$ cat src/rtl/gfx_bank_pkg.sv
package gfx_bank_pkg;
    localparam int NUM_BANKS  = 12;
    localparam int SET_A_REGS = 8;
    localparam int DATA_W     = 8;
    localparam int UPPER_W    = 2;
    localparam int BANK_W     = DATA_W + UPPER_W;
    localparam int SLOT_W     = 3;
    localparam int OFF_W      = 10;
    localparam int PA_W       = SLOT_W + OFF_W;
    localparam int PAGE_W     = BANK_W + SLOT_W;
    localparam int OUT_W      = PAGE_W + OFF_W;
    localparam int SEL_W      = 5;
    localparam int IDX_W      = 4;
    localparam logic [SEL_W-1:0] SEL_MODE  = 5'h10;
    localparam logic [SEL_W-1:0] SEL_UPPER = 5'h11;

    typedef enum logic [1:0] {
        MODE_8K = 2'd0,
        MODE_4K = 2'd1,
        MODE_2K = 2'd2,
        MODE_1K = 2'd3
    } page_mode_e;

    typedef enum logic {
        TRK_SET_A = 1'b0,
        TRK_SET_B = 1'b1
    } trk_state_e;

    typedef logic [NUM_BANKS-1:0][BANK_W-1:0] bank_arr_t;
endpackage

$ cat src/rtl/gfx_bank_regfile.sv
module gfx_bank_regfile
    import gfx_bank_pkg::*;
(
    input  logic               clk,
    input  logic               rst_n,
    input  logic               wr_en,
    input  logic [SEL_W-1:0]   wr_sel,
    input  logic [DATA_W-1:0]  wr_data,
    output bank_arr_t          banks,
    output page_mode_e         mode,
    output logic               bank_wr,
    output logic               bank_hi
);
    logic [UPPER_W-1:0] upper_q;
    page_mode_e         mode_q;

    always_ff @(posedge clk or negedge rst_n) begin
        if (!rst_n) begin
            upper_q <= '0;
            mode_q  <= MODE_8K;
        end else if (wr_en) begin
            if (wr_sel == SEL_UPPER) upper_q <= wr_data[UPPER_W-1:0];
            if (wr_sel == SEL_MODE)  mode_q  <= page_mode_e'(wr_data[1:0]);
        end
    end

    for (genvar g = 0; g < NUM_BANKS; g++) begin : g_bank
        logic [BANK_W-1:0] bank_q;
        always_ff @(posedge clk or negedge rst_n) begin
            if (!rst_n)
                bank_q <= '0;
            else if (wr_en && wr_sel == SEL_W'(g))
                bank_q <= {upper_q, wr_data};
        end
        assign banks[g] = bank_q;
    end

    assign mode    = mode_q;
    assign bank_wr = wr_en && (wr_sel < SEL_W'(NUM_BANKS));
    assign bank_hi = wr_sel >= SEL_W'(SET_A_REGS);
endmodule

$ cat src/rtl/gfx_bank_track.sv
module gfx_bank_track
    import gfx_bank_pkg::*;
(
    input  logic clk,
    input  logic rst_n,
    input  logic bank_wr,
    input  logic bank_hi,
    output logic last_a
);
    trk_state_e state_q, state_d;

    always_ff @(posedge clk or negedge rst_n) begin
        if (!rst_n) state_q <= TRK_SET_A;
        else        state_q <= state_d;
    end

    always_comb begin
        state_d = state_q;
        last_a  = 1'b1;
        unique case (state_q)
            TRK_SET_A: begin
                last_a = 1'b1;
                if (bank_wr && bank_hi) state_d = TRK_SET_B;
            end
            TRK_SET_B: begin
                last_a = 1'b0;
                if (bank_wr && !bank_hi) state_d = TRK_SET_A;
            end
        endcase
    end
endmodule

$ cat src/rtl/gfx_bank_setsel.sv
module gfx_bank_setsel #(
    parameter int DOT_W     = 9,
    parameter int SPR_FIRST = 257,
    parameter int SPR_LAST  = 320
) (
    input  logic             bg_en,
    input  logic             spr_en,
    input  logic             tall_spr,
    input  logic [DOT_W-1:0] dot,
    input  logic             last_a,
    output logic             use_a
);
    logic in_window;
    logic rendering;

    assign in_window = (dot >= DOT_W'(SPR_FIRST)) && (dot <= DOT_W'(SPR_LAST));
    assign rendering = bg_en || spr_en;

    always_comb begin
        if (!rendering)    use_a = 1'b1;
        else if (tall_spr) use_a = in_window;
        else               use_a = last_a;
    end
endmodule

$ cat src/rtl/gfx_bank_pagemap.sv
module gfx_bank_pagemap
    import gfx_bank_pkg::*;
(
    input  bank_arr_t         banks,
    input  page_mode_e        mode,
    input  logic              use_a,
    input  logic [PA_W-1:0]   ppu_addr,
    output logic [OUT_W-1:0]  pat_addr
);
    logic [SLOT_W-1:0] slot;
    logic [SLOT_W-1:0] low_mask;
    logic [SLOT_W-1:0] idx_a;
    logic [IDX_W-1:0]  idx;
    logic [BANK_W-1:0] bank;
    logic [PAGE_W-1:0] page;

    assign slot = ppu_addr[PA_W-1:OFF_W];

    always_comb begin
        unique case (mode)
            MODE_8K: low_mask = 3'b111;
            MODE_4K: low_mask = 3'b011;
            MODE_2K: low_mask = 3'b001;
            MODE_1K: low_mask = 3'b000;
        endcase
    end

    assign idx_a = slot | low_mask;
    assign idx   = use_a ? {1'b0, idx_a} : {2'b10, idx_a[1:0]};

    always_comb begin
        bank = '0;
        for (int i = 0; i < NUM_BANKS; i++)
            if (idx == IDX_W'(i)) bank = banks[i];
    end

    always_comb begin
        unique case (mode)
            MODE_8K: page = {bank, 3'b000};
            MODE_4K: page = {1'b0, bank, 2'b00};
            MODE_2K: page = {2'b00, bank, 1'b0};
            MODE_1K: page = {3'b000, bank};
        endcase
        page = page | PAGE_W'(slot & low_mask);
    end

    assign pat_addr = {page, ppu_addr[OFF_W-1:0]};
endmodule

$ cat src/rtl/gfx_bank_sel.sv
module gfx_bank_sel
    import gfx_bank_pkg::*;
#(
    parameter int DOT_W     = 9,
    parameter int SPR_FIRST = 257,
    parameter int SPR_LAST  = 320
) (
    input  logic              clk,
    input  logic              rst_n,
    input  logic              wr_en,
    input  logic [4:0]        wr_sel,
    input  logic [7:0]        wr_data,
    input  logic              bg_en,
    input  logic              spr_en,
    input  logic              tall_spr,
    input  logic [DOT_W-1:0]  dot,
    input  logic [12:0]       ppu_addr,
    output logic [22:0]       pat_addr
);
    bank_arr_t  banks;
    page_mode_e mode_q;
    logic       bank_wr;
    logic       bank_hi;
    logic       last_a;
    logic       use_a;

    gfx_bank_regfile i_regfile (
        .clk     (clk),
        .rst_n   (rst_n),
        .wr_en   (wr_en),
        .wr_sel  (wr_sel),
        .wr_data (wr_data),
        .banks   (banks),
        .mode    (mode_q),
        .bank_wr (bank_wr),
        .bank_hi (bank_hi)
    );

    gfx_bank_track i_track (
        .clk     (clk),
        .rst_n   (rst_n),
        .bank_wr (bank_wr),
        .bank_hi (bank_hi),
        .last_a  (last_a)
    );

    gfx_bank_setsel #(
        .DOT_W     (DOT_W),
        .SPR_FIRST (SPR_FIRST),
        .SPR_LAST  (SPR_LAST)
    ) i_setsel (
        .bg_en    (bg_en),
        .spr_en   (spr_en),
        .tall_spr (tall_spr),
        .dot      (dot),
        .last_a   (last_a),
        .use_a    (use_a)
    );

    gfx_bank_pagemap i_pagemap (
        .banks    (banks),
        .mode     (mode_q),
        .use_a    (use_a),
        .ppu_addr (ppu_addr),
        .pat_addr (pat_addr)
    );
endmodule

$ cat config.mk
export PLATFORM = sky130hd
export DESIGN_NAME = gfx_bank_sel
export DESIGN_NICKNAME = d
export VERILOG_FILES = /design/src/rtl/gfx_bank_pkg.sv /design/src/rtl/gfx_bank_regfile.sv /design/src/rtl/gfx_bank_track.sv /design/src/rtl/gfx_bank_setsel.sv /design/src/rtl/gfx_bank_pagemap.sv /design/src/rtl/gfx_bank_sel.sv
export SDC_FILE = /design/constraint.sdc
export NUM_CORES = 1
export LEC_CHECK = 0
export BUFFER_PORTS_ARGS = -buffer_cell sky130_fd_sc_hd__buf_4
export CAP_MARGIN = 20
export CORE_MARGIN = 2
export CORE_UTILIZATION = 50
export DETAILED_ROUTE_END_ITERATION = 10
export PLACE_DENSITY = 0.79
export SLEW_MARGIN = 20
export SYNTH_ARGS = -nofsm -noshare
export SYNTH_HDL_FRONTEND = slang
export SYNTH_SLANG_ARGS = --single-unit
$ cat constraint.sdc
create_clock -name clk -period 3.4 [get_ports clk]
set_input_delay 0.34 -clock clk [delete_from_list [all_inputs] [get_ports clk]]
set_output_delay 0.34 -clock clk [all_outputs]
set_load 0.02 [all_outputs]
==> results of run 1 <==
[layout by cell type (no fill, tap or decap), drive strengths merged, types with 4 or more instances in the layout]
cell type | netlist | layout
a22o | 4 | 4
a21oi | 23 | 23
dfrtp | 125 | 125
and3 | 11 | 11
clkinv | 0 | 5
a211oi | 7 | 7
nand2b | 5 | 5
o22ai | 10 | 10
inv | 6 | 6
nor2b | 7 | 7
o31ai | 4 | 4
a221oi | 5 | 5
nor3 | 17 | 17
nand3 | 12 | 12
nor2 | 22 | 22
buf | 37 | 62
nand2 | 28 | 28
clkbuf | 13 | 22
mux2 | 135 | 135
mux2i | 19 | 19
o21ai | 24 | 24
a31oi | 6 | 6
[kinds of logic (layout without fill, tap and decap cells)]
kind of cell / after synthesis / after routing / synth area share
AND/OR/NAND/NOR: 123 / 123 / 0.09918
AO/OA/AOI/OAI: 117 / 117 / 0.1239
buffers and inverters: 56 / 100 / 0.05333
multiplexers: 154 / 154 / 0.2558
flip-flops: 125 / 125 / 0.4678
[flip-flops by register name (all words and copies together) (netlist names), named ones only]
signal                   flops
i_regfile.mode               2
i_regfile.g_bank.bank_q    120
i_regfile.upper_q            2
[critical path, stage by stage (launching register included)]
cell	delay (ns)
sky130_fd_sc_hd__dfrtp_1	0.50
sky130_fd_sc_hd__nor2b_4	0.41
sky130_fd_sc_hd__nor2_1	0.18
sky130_fd_sc_hd__a211oi_1	0.34
sky130_fd_sc_hd__nor4_1	0.10
sky130_fd_sc_hd__o41ai_2	0.36
sky130_fd_sc_hd__mux2i_1	0.21
sky130_fd_sc_hd__mux2_2	0.32
sky130_fd_sc_hd__buf_4	0.16
[area by class of cell]
cell class              instances  area [µm²]  share of cell area
clock inverters                10       137.6             0.01794
multi-input cells             394        3218              0.4194
well taps                     176       220.2             0.02870
inverters                       6       25.02            0.003262
repair buffers                 62       469.2             0.06115
clock buffers                  22       474.2             0.06181
flip-flops and latches        125        3128              0.4077
[metal layers]
| layer | wire length [µm] | track usage |
|---|---|---|
| met3 | 1304 | 0.05608 |
| met1 | 7234 | 0.3264 |
| met4 | 886 | 0.1434 |
| met2 | 8598 | 0.4129 |
| met5 | 0 | 0 |
[how the worst max path moves through the flow]
stage / startpoint / endpoint / slack [ns] / cells past startpoint
floorplan: dot[4] / pat_addr[18] / 1.11 / 7
global placement: dot[4] / pat_addr[17] / 0.31 / 9
detailed placement: dot[4] / pat_addr[17] / 0.40 / 9
CTS: i_regfile.mode[0] / pat_addr[17] / 0.07 / 9
global route: i_regfile.mode[0] / pat_addr[15] / 0.0007 / 8
finish: i_regfile.mode[0] / pat_addr[15] / 0.07 / 8
[power groups by stage]
stage / registers (mW) / clock network, mW / logic, mW
finish: 1.95 / 1.86 / 1.18
floorplan: 1.88 / 0 / 0.855
CTS: 1.95 / 1.87 / 1.16
global placement: 1.95 / 0 / 1.12
global route: 1.98 / 1.95 / 1.26
detailed placement: 1.96 / 0 / 1.15
[per-stage QoR]
| stage | util | setup slack [ns] |
|---|---|---|
| 6_report | 0.5840 | 0.06690 |
| 5_1_grt | 0.5840 | 0.0006517 |
| 4_1_cts | 0.5825 | 0.07250 |
| 3_5_place_dp | 0.5359 | 0.3959 |
| 3_3_place_gp | 0.5359 | 0.3128 |
| 2_1_floorplan | - | 1.111 |
==> impl_metrics.toml, run 1 <==
[outcome]
status = "complete, but fails checks"
violations_in_the_final_reports = "hold timing"

[synthesis]
avgSynthCellArea_um2 = 11.63
syn-num-nets = 616
synthesis.instances = 575
synthTopCellsByCount = "sky130_fd_sc_hd__mux2_2 (135), sky130_fd_sc_hd__dfrtp_1 (125), sky130_fd_sc_hd__nand2_1 (28), sky130_fd_sc_hd__o21ai_0 (22), sky130_fd_sc_hd__a21oi_1 (21)"
synth_enable_flop_cells = 0
yosysMostFrequentCell = "sky130_fd_sc_hd__mux2_2"
synth.yosys.warnings = 0
largest_area_contributor_in_the_synthesized_netlist = "sky130_fd_sc_hd__dfrtp_1"
yosys_most_used_dff = "sky130_fd_sc_hd__dfrtp_1"
yosysSeqAreaShare = 0.4678
netlist_area_um2 = 6686
synth-seq-cells = 125
synthDistinctLibCells = 64
yosys-top-cells-area = "sky130_fd_sc_hd__dfrtp_1 (47%), sky130_fd_sc_hd__mux2_2 (23%), sky130_fd_sc_hd__mux2i_1 (2.8%)"
yosysTopAreaCellShare = 0.4678
synth_async_sr_flop_share = 1.000

[flow_run]
drv.max_cap_violation_count = 0

[pwr]
p_seq_frac = 0.391
proportion_of_power_drawn_by_combinational_gates = 0.237
cellInternalPower_mw = 3.528
worst_ir_drop_vdd_mv = 0.3789
clock_power_share = 0.373
p_sw_frac = 0.2936
power_density_nw_per_um2 = 651.0
total_power_mw = 4.995
leakage_nw = 3.467
total_switching_power_mw = 1.467

[grt]
grt_antenna_before_repair = 0
grt_remaining_overflow = 0
grt_pass1_vias = 5210
global_route.usage.total = 0.2582
grt_pass1_wl_um = 28380
grt_max_degree = 63

[worst_setup_path]
critical_path_arrival_ns = 2.99
criticalPathCategory = "flop to output pin"
r2r_depth = 2
crit-reg2reg-launch = "i_regfile.mode[1]"
critPathCaptureType = "output pin"
start_kind = "flop"
critPathMaxFanout = 9
worst_flop_to_flop_path_endpoint = "i_regfile.mode[1]"
ff2ff_setup_slack_ns = 2.25
crit_required_ns = 3.06

[cells_and_area]
layout-drive-gt1-share = 0.3958
layout_net_count = 647
layoutNonFillerInstCount = 795
antenna_diode_count = 0
final_area_um2 = 7672
total_of_fill_cells_in_the_finished_design = 1075
syn_to_final_growth_pct = 14.75

[placement]
place_congestion = 1.046
dpl.cell_count = 763
port_buffers = 43
hpwl_um = 12130
placed_cell_area_um2 = 7041

[worst_hold_path]
hold_class = "primary input to async pin"

[clocking]
path_clk_slew_ns = 0.05
clock-sinks = 125
post_cts_hold_buffer_count = 0
clk-insertion-delay-late_ns = 0.42
post_cts.resized_instances = 0
cts_htree_levels = 4
cts_made_buffers = 17
cts_max_path_buffers = 2
post_cts.repair.setup_buffers = 0
cts_tree = "built"
clockRootBuffer = "sky130_fd_sc_hd__clkbuf_16"

[floorplanning]
fp.dieArea_um2 = 14310
die-width_um = 119.6
rows = 42
boundaryPins = 64
floorplan.initialDensity = 0.5090
design.core.area_um2 = 13140
die_span_y_um = 119.6

[sta]
maxSlewViolCount = 0
final-setup-viol-count = 0
fmax_mhz = 300.0
final_min_period_over_clock_period = 0.9803
hold_ws_ns = -0.001457
slew_headroom = 0.3973
timing.final.crit_period_ns = 3.333
finalHoldViolations = 1
tightestPinTransition_ns = 0.9014
clk_skew_ns = 0.002900
rsz_0062_raised_after_global_routing = "false"
fin_setup_tns_ns = 0

[drt]
post_drt_via_cell_ratio = 6.385
detailedRoute.firstIterationViolations = 453
drcViolationCount = 0
mean_routed_wirelength_per_cell_um = 22.67
drt-total-wl_um = 18020
antenna_left = 0
drt_pass_1_iters = 5
num_vias = 5076
No activity file was read; power rests on OpenSTA's default activity.
==> inputs of run 2 (changes only) <==
--- a/config.mk
+++ b/config.mk
@@ -7,6 +7,7 @@
 export LEC_CHECK = 0
 export BUFFER_PORTS_ARGS = -buffer_cell sky130_fd_sc_hd__buf_4
 export CAP_MARGIN = 20
+export CORE_ASPECT_RATIO = 1.4
 export CORE_MARGIN = 2
 export CORE_UTILIZATION = 50
 export DETAILED_ROUTE_END_ITERATION = 10
==> constraint.sdc (replaced) <==
create_clock -name clk -period 3.4 [get_ports clk]
set_input_delay 0.51 -clock clk [delete_from_list [all_inputs] [get_ports clk]]
set_output_delay 0.51 -clock clk [all_outputs]
set_load 0.02 [all_outputs]
==> run 2 against run 1 <==
Net effect: the flow now finishes without violations; non-clock buffer count rose by 10; die area barely moved; fmax rose by 1.1%; wire length rose by 5.4%; clock power barely moved; sequential power barely moved; first-iteration DRC count fell by 9.7%; worst setup slack improved by 0.036 ns; final cell count rose by 2.0%; largest cell class unchanged.
==> impl_metrics.toml, run 2 (synthesized netlist as in run 1, its figures left out) <==
[worst_setup_path]
critical_path_arrival_ns = 2.79
crit_required_ns = 2.89
start_kind = "flop"
criticalPathCategory = "flop to output pin"
critPathMaxFanout = 23
critPathCaptureType = "output pin"

[flow_run]
drv.max_cap_violation_count = 0

[pwr]
worst_ir_drop_vdd_mv = 0.3128
leakage_nw = 3.516
total_power_mw = 5.046
power_density_nw_per_um2 = 647.1

[cells_and_area]
final_area_um2 = 7797
layout_net_count = 657
layout-drive-gt1-share = 0.4118
largest-register = "i_regfile.g_bank.bank_q"
antenna_diode_count = 0
postLayoutCoreUtil = 0.5907
commonest_non_fill_non_tap_cell_in_the_layout = "sky130_fd_sc_hd__mux2_2"
final_cell_mix = "sky130_fd_sc_hd__mux2_2 (135), sky130_fd_sc_hd__dfrtp_1 (124), sky130_fd_sc_hd__buf_4 (69)"
area.sequential_um2 = 3129
multi_input_comb_area_um2 = 3239
syn_to_final_growth_pct = 16.62
total_of_fill_cells_in_the_finished_design = 1020
largest_register_ff_count = 120

[drt]
num_vias = 5163
route.layer.met1.wl_um = 7149
antenna_left = 0
detailedRoute.firstIterationViolations = 409
met3_length_um = 1218
drt_pass_1_iters = 6
dr_wl_met2_um = 9477
top_signal_layer_used = "met4"
drcViolationCount = 0
mean_routed_wirelength_per_cell_um = 23.43
drt-total-wl_um = 19000
post_drt_via_cell_ratio = 6.366

[sta]
rsz_0062_raised_after_global_routing = "false"
final_min_period_over_clock_period = 0.9698
fin_ws_ns = 0.1026
final-setup-viol-count = 0
fin_setup_tns_ns = 0
tightestPinTransition_ns = 0.8693
timing.final.crit_period_ns = 3.297
maxSlewViolCount = 0
fmax_mhz = 303.3
finalHoldViolations = 0
clk_skew_ns = 0.006356
slew_headroom = 0.4188

[floorplanning]
fp.dieArea_um2 = 14330
die_span_y_um = 140.8
die-width_um = 101.7
design.core.area_um2 = 13200
floorplan.initialDensity = 0.5065
boundaryPins = 64
rows = 50

[placement]
place_congestion = 0.9203
hpwl_um = 12510
dp_worst_setup_slack_ns = 0.01238
placed_cell_area_um2 = 7118
port_buffers = 43

[worst_hold_path]
hold_class = "primary input to async pin"

[grt]
grt_pass1_wl_um = 29250
grt_antenna_before_repair = 0
global_route.usage.total = 0.2735
grt_max_degree = 83
grt_pass1_vias = 5393
grt_remaining_overflow = 0

[clocking]
cts_made_buffers = 17
cts_tree = "built"
path_clk_slew_ns = 0.06
cts_max_path_buffers = 2
clock-sinks = 125
clk-insertion-delay-late_ns = 0.42
cts_htree_levels = 4
clockRootBuffer = "sky130_fd_sc_hd__clkbuf_16"

[outcome]
status = "complete, no violations"
run 2: critical path: stages (launching register included):
cell	delay, ns
sky130_fd_sc_hd__dfrtp_2	0.47
sky130_fd_sc_hd__buf_6	0.25
sky130_fd_sc_hd__nand2_1	0.12
sky130_fd_sc_hd__o31ai_2	0.23
sky130_fd_sc_hd__a31oi_1	0.07
sky130_fd_sc_hd__o32a_1	0.30
sky130_fd_sc_hd__o211ai_1	0.37
sky130_fd_sc_hd__a221oi_2	0.15
sky130_fd_sc_hd__a21oi_1	0.22
sky130_fd_sc_hd__buf_4	0.19
run 2: final cells by class:
| class | count | share of cell area |
|---|---|---|
| timing repair buffer | 72 | 0.07301 |
| clock buffer | 21 | 0.05648 |
| clock inverter | 11 | 0.02134 |
| tap | 182 | 0.02920 |
| multi-input combinational | 394 | 0.4154 |
| inverter | 6 | 0.003209 |
| sequential | 125 | 0.4013 |
run 2: layer usage:
metal  global-route usage  vias to the layer above
met5                    0                        -
met3              0.05751                       94
li1                     -                     2212
met1               0.3222                     2584
met4               0.1728                        0
met2               0.4477                      273
run 2: report_power, final:
part	total, mW	internal [mW]	switching (mW)
clock network	1.88	1.22	0.659
registers	1.94	1.76	0.180
logic	1.22	0.582	0.641
total	5.05	3.57	1.48
run 2: through the flow:
stage / instances / hold slack (ns)
2_1_floorplan: 575 / 0.2144
3_3_place_gp: 775 / 0.4789
3_5_place_dp: 775 / 0.4880
4_1_cts: 808 / 0.1217
5_1_grt: 811 / 0.1374
6_report: 811 / 0.08874
run 2: path summary, 6_finish.rpt:
path | startpoint | endpoint | slack (ns) | cells past startpoint
setup reg to reg | i_regfile.mode[0] | i_regfile.mode[0] | 2.32 | 2
max in group asynchronous | rst_n | i_regfile.g_bank[4].bank_q[8] | 2.46 | 2
hold reg to reg | i_regfile.g_bank[0].bank_q[2] | i_regfile.g_bank[0].bank_q[2] | 0.50 | 1
min in group clk | wr_sel[4] | flop | 0.40 | 3
hold / removal | rst_n | i_regfile.g_bank[6].bank_q[0] | 0.09 | 1
setup / recovery | i_regfile.mode[0] | pat_addr[17] | 0.10 | 9
run 2: repair_timing:
item | 4_1_cts | 5_1_grt
setup endpoints to repair | 8 | 7
gates cloned | 0 | 0
hold buffers | 0 | 0
pin swaps | 0 | 1
resized for setup | 2 | 9
setup buffers | 1 | 3
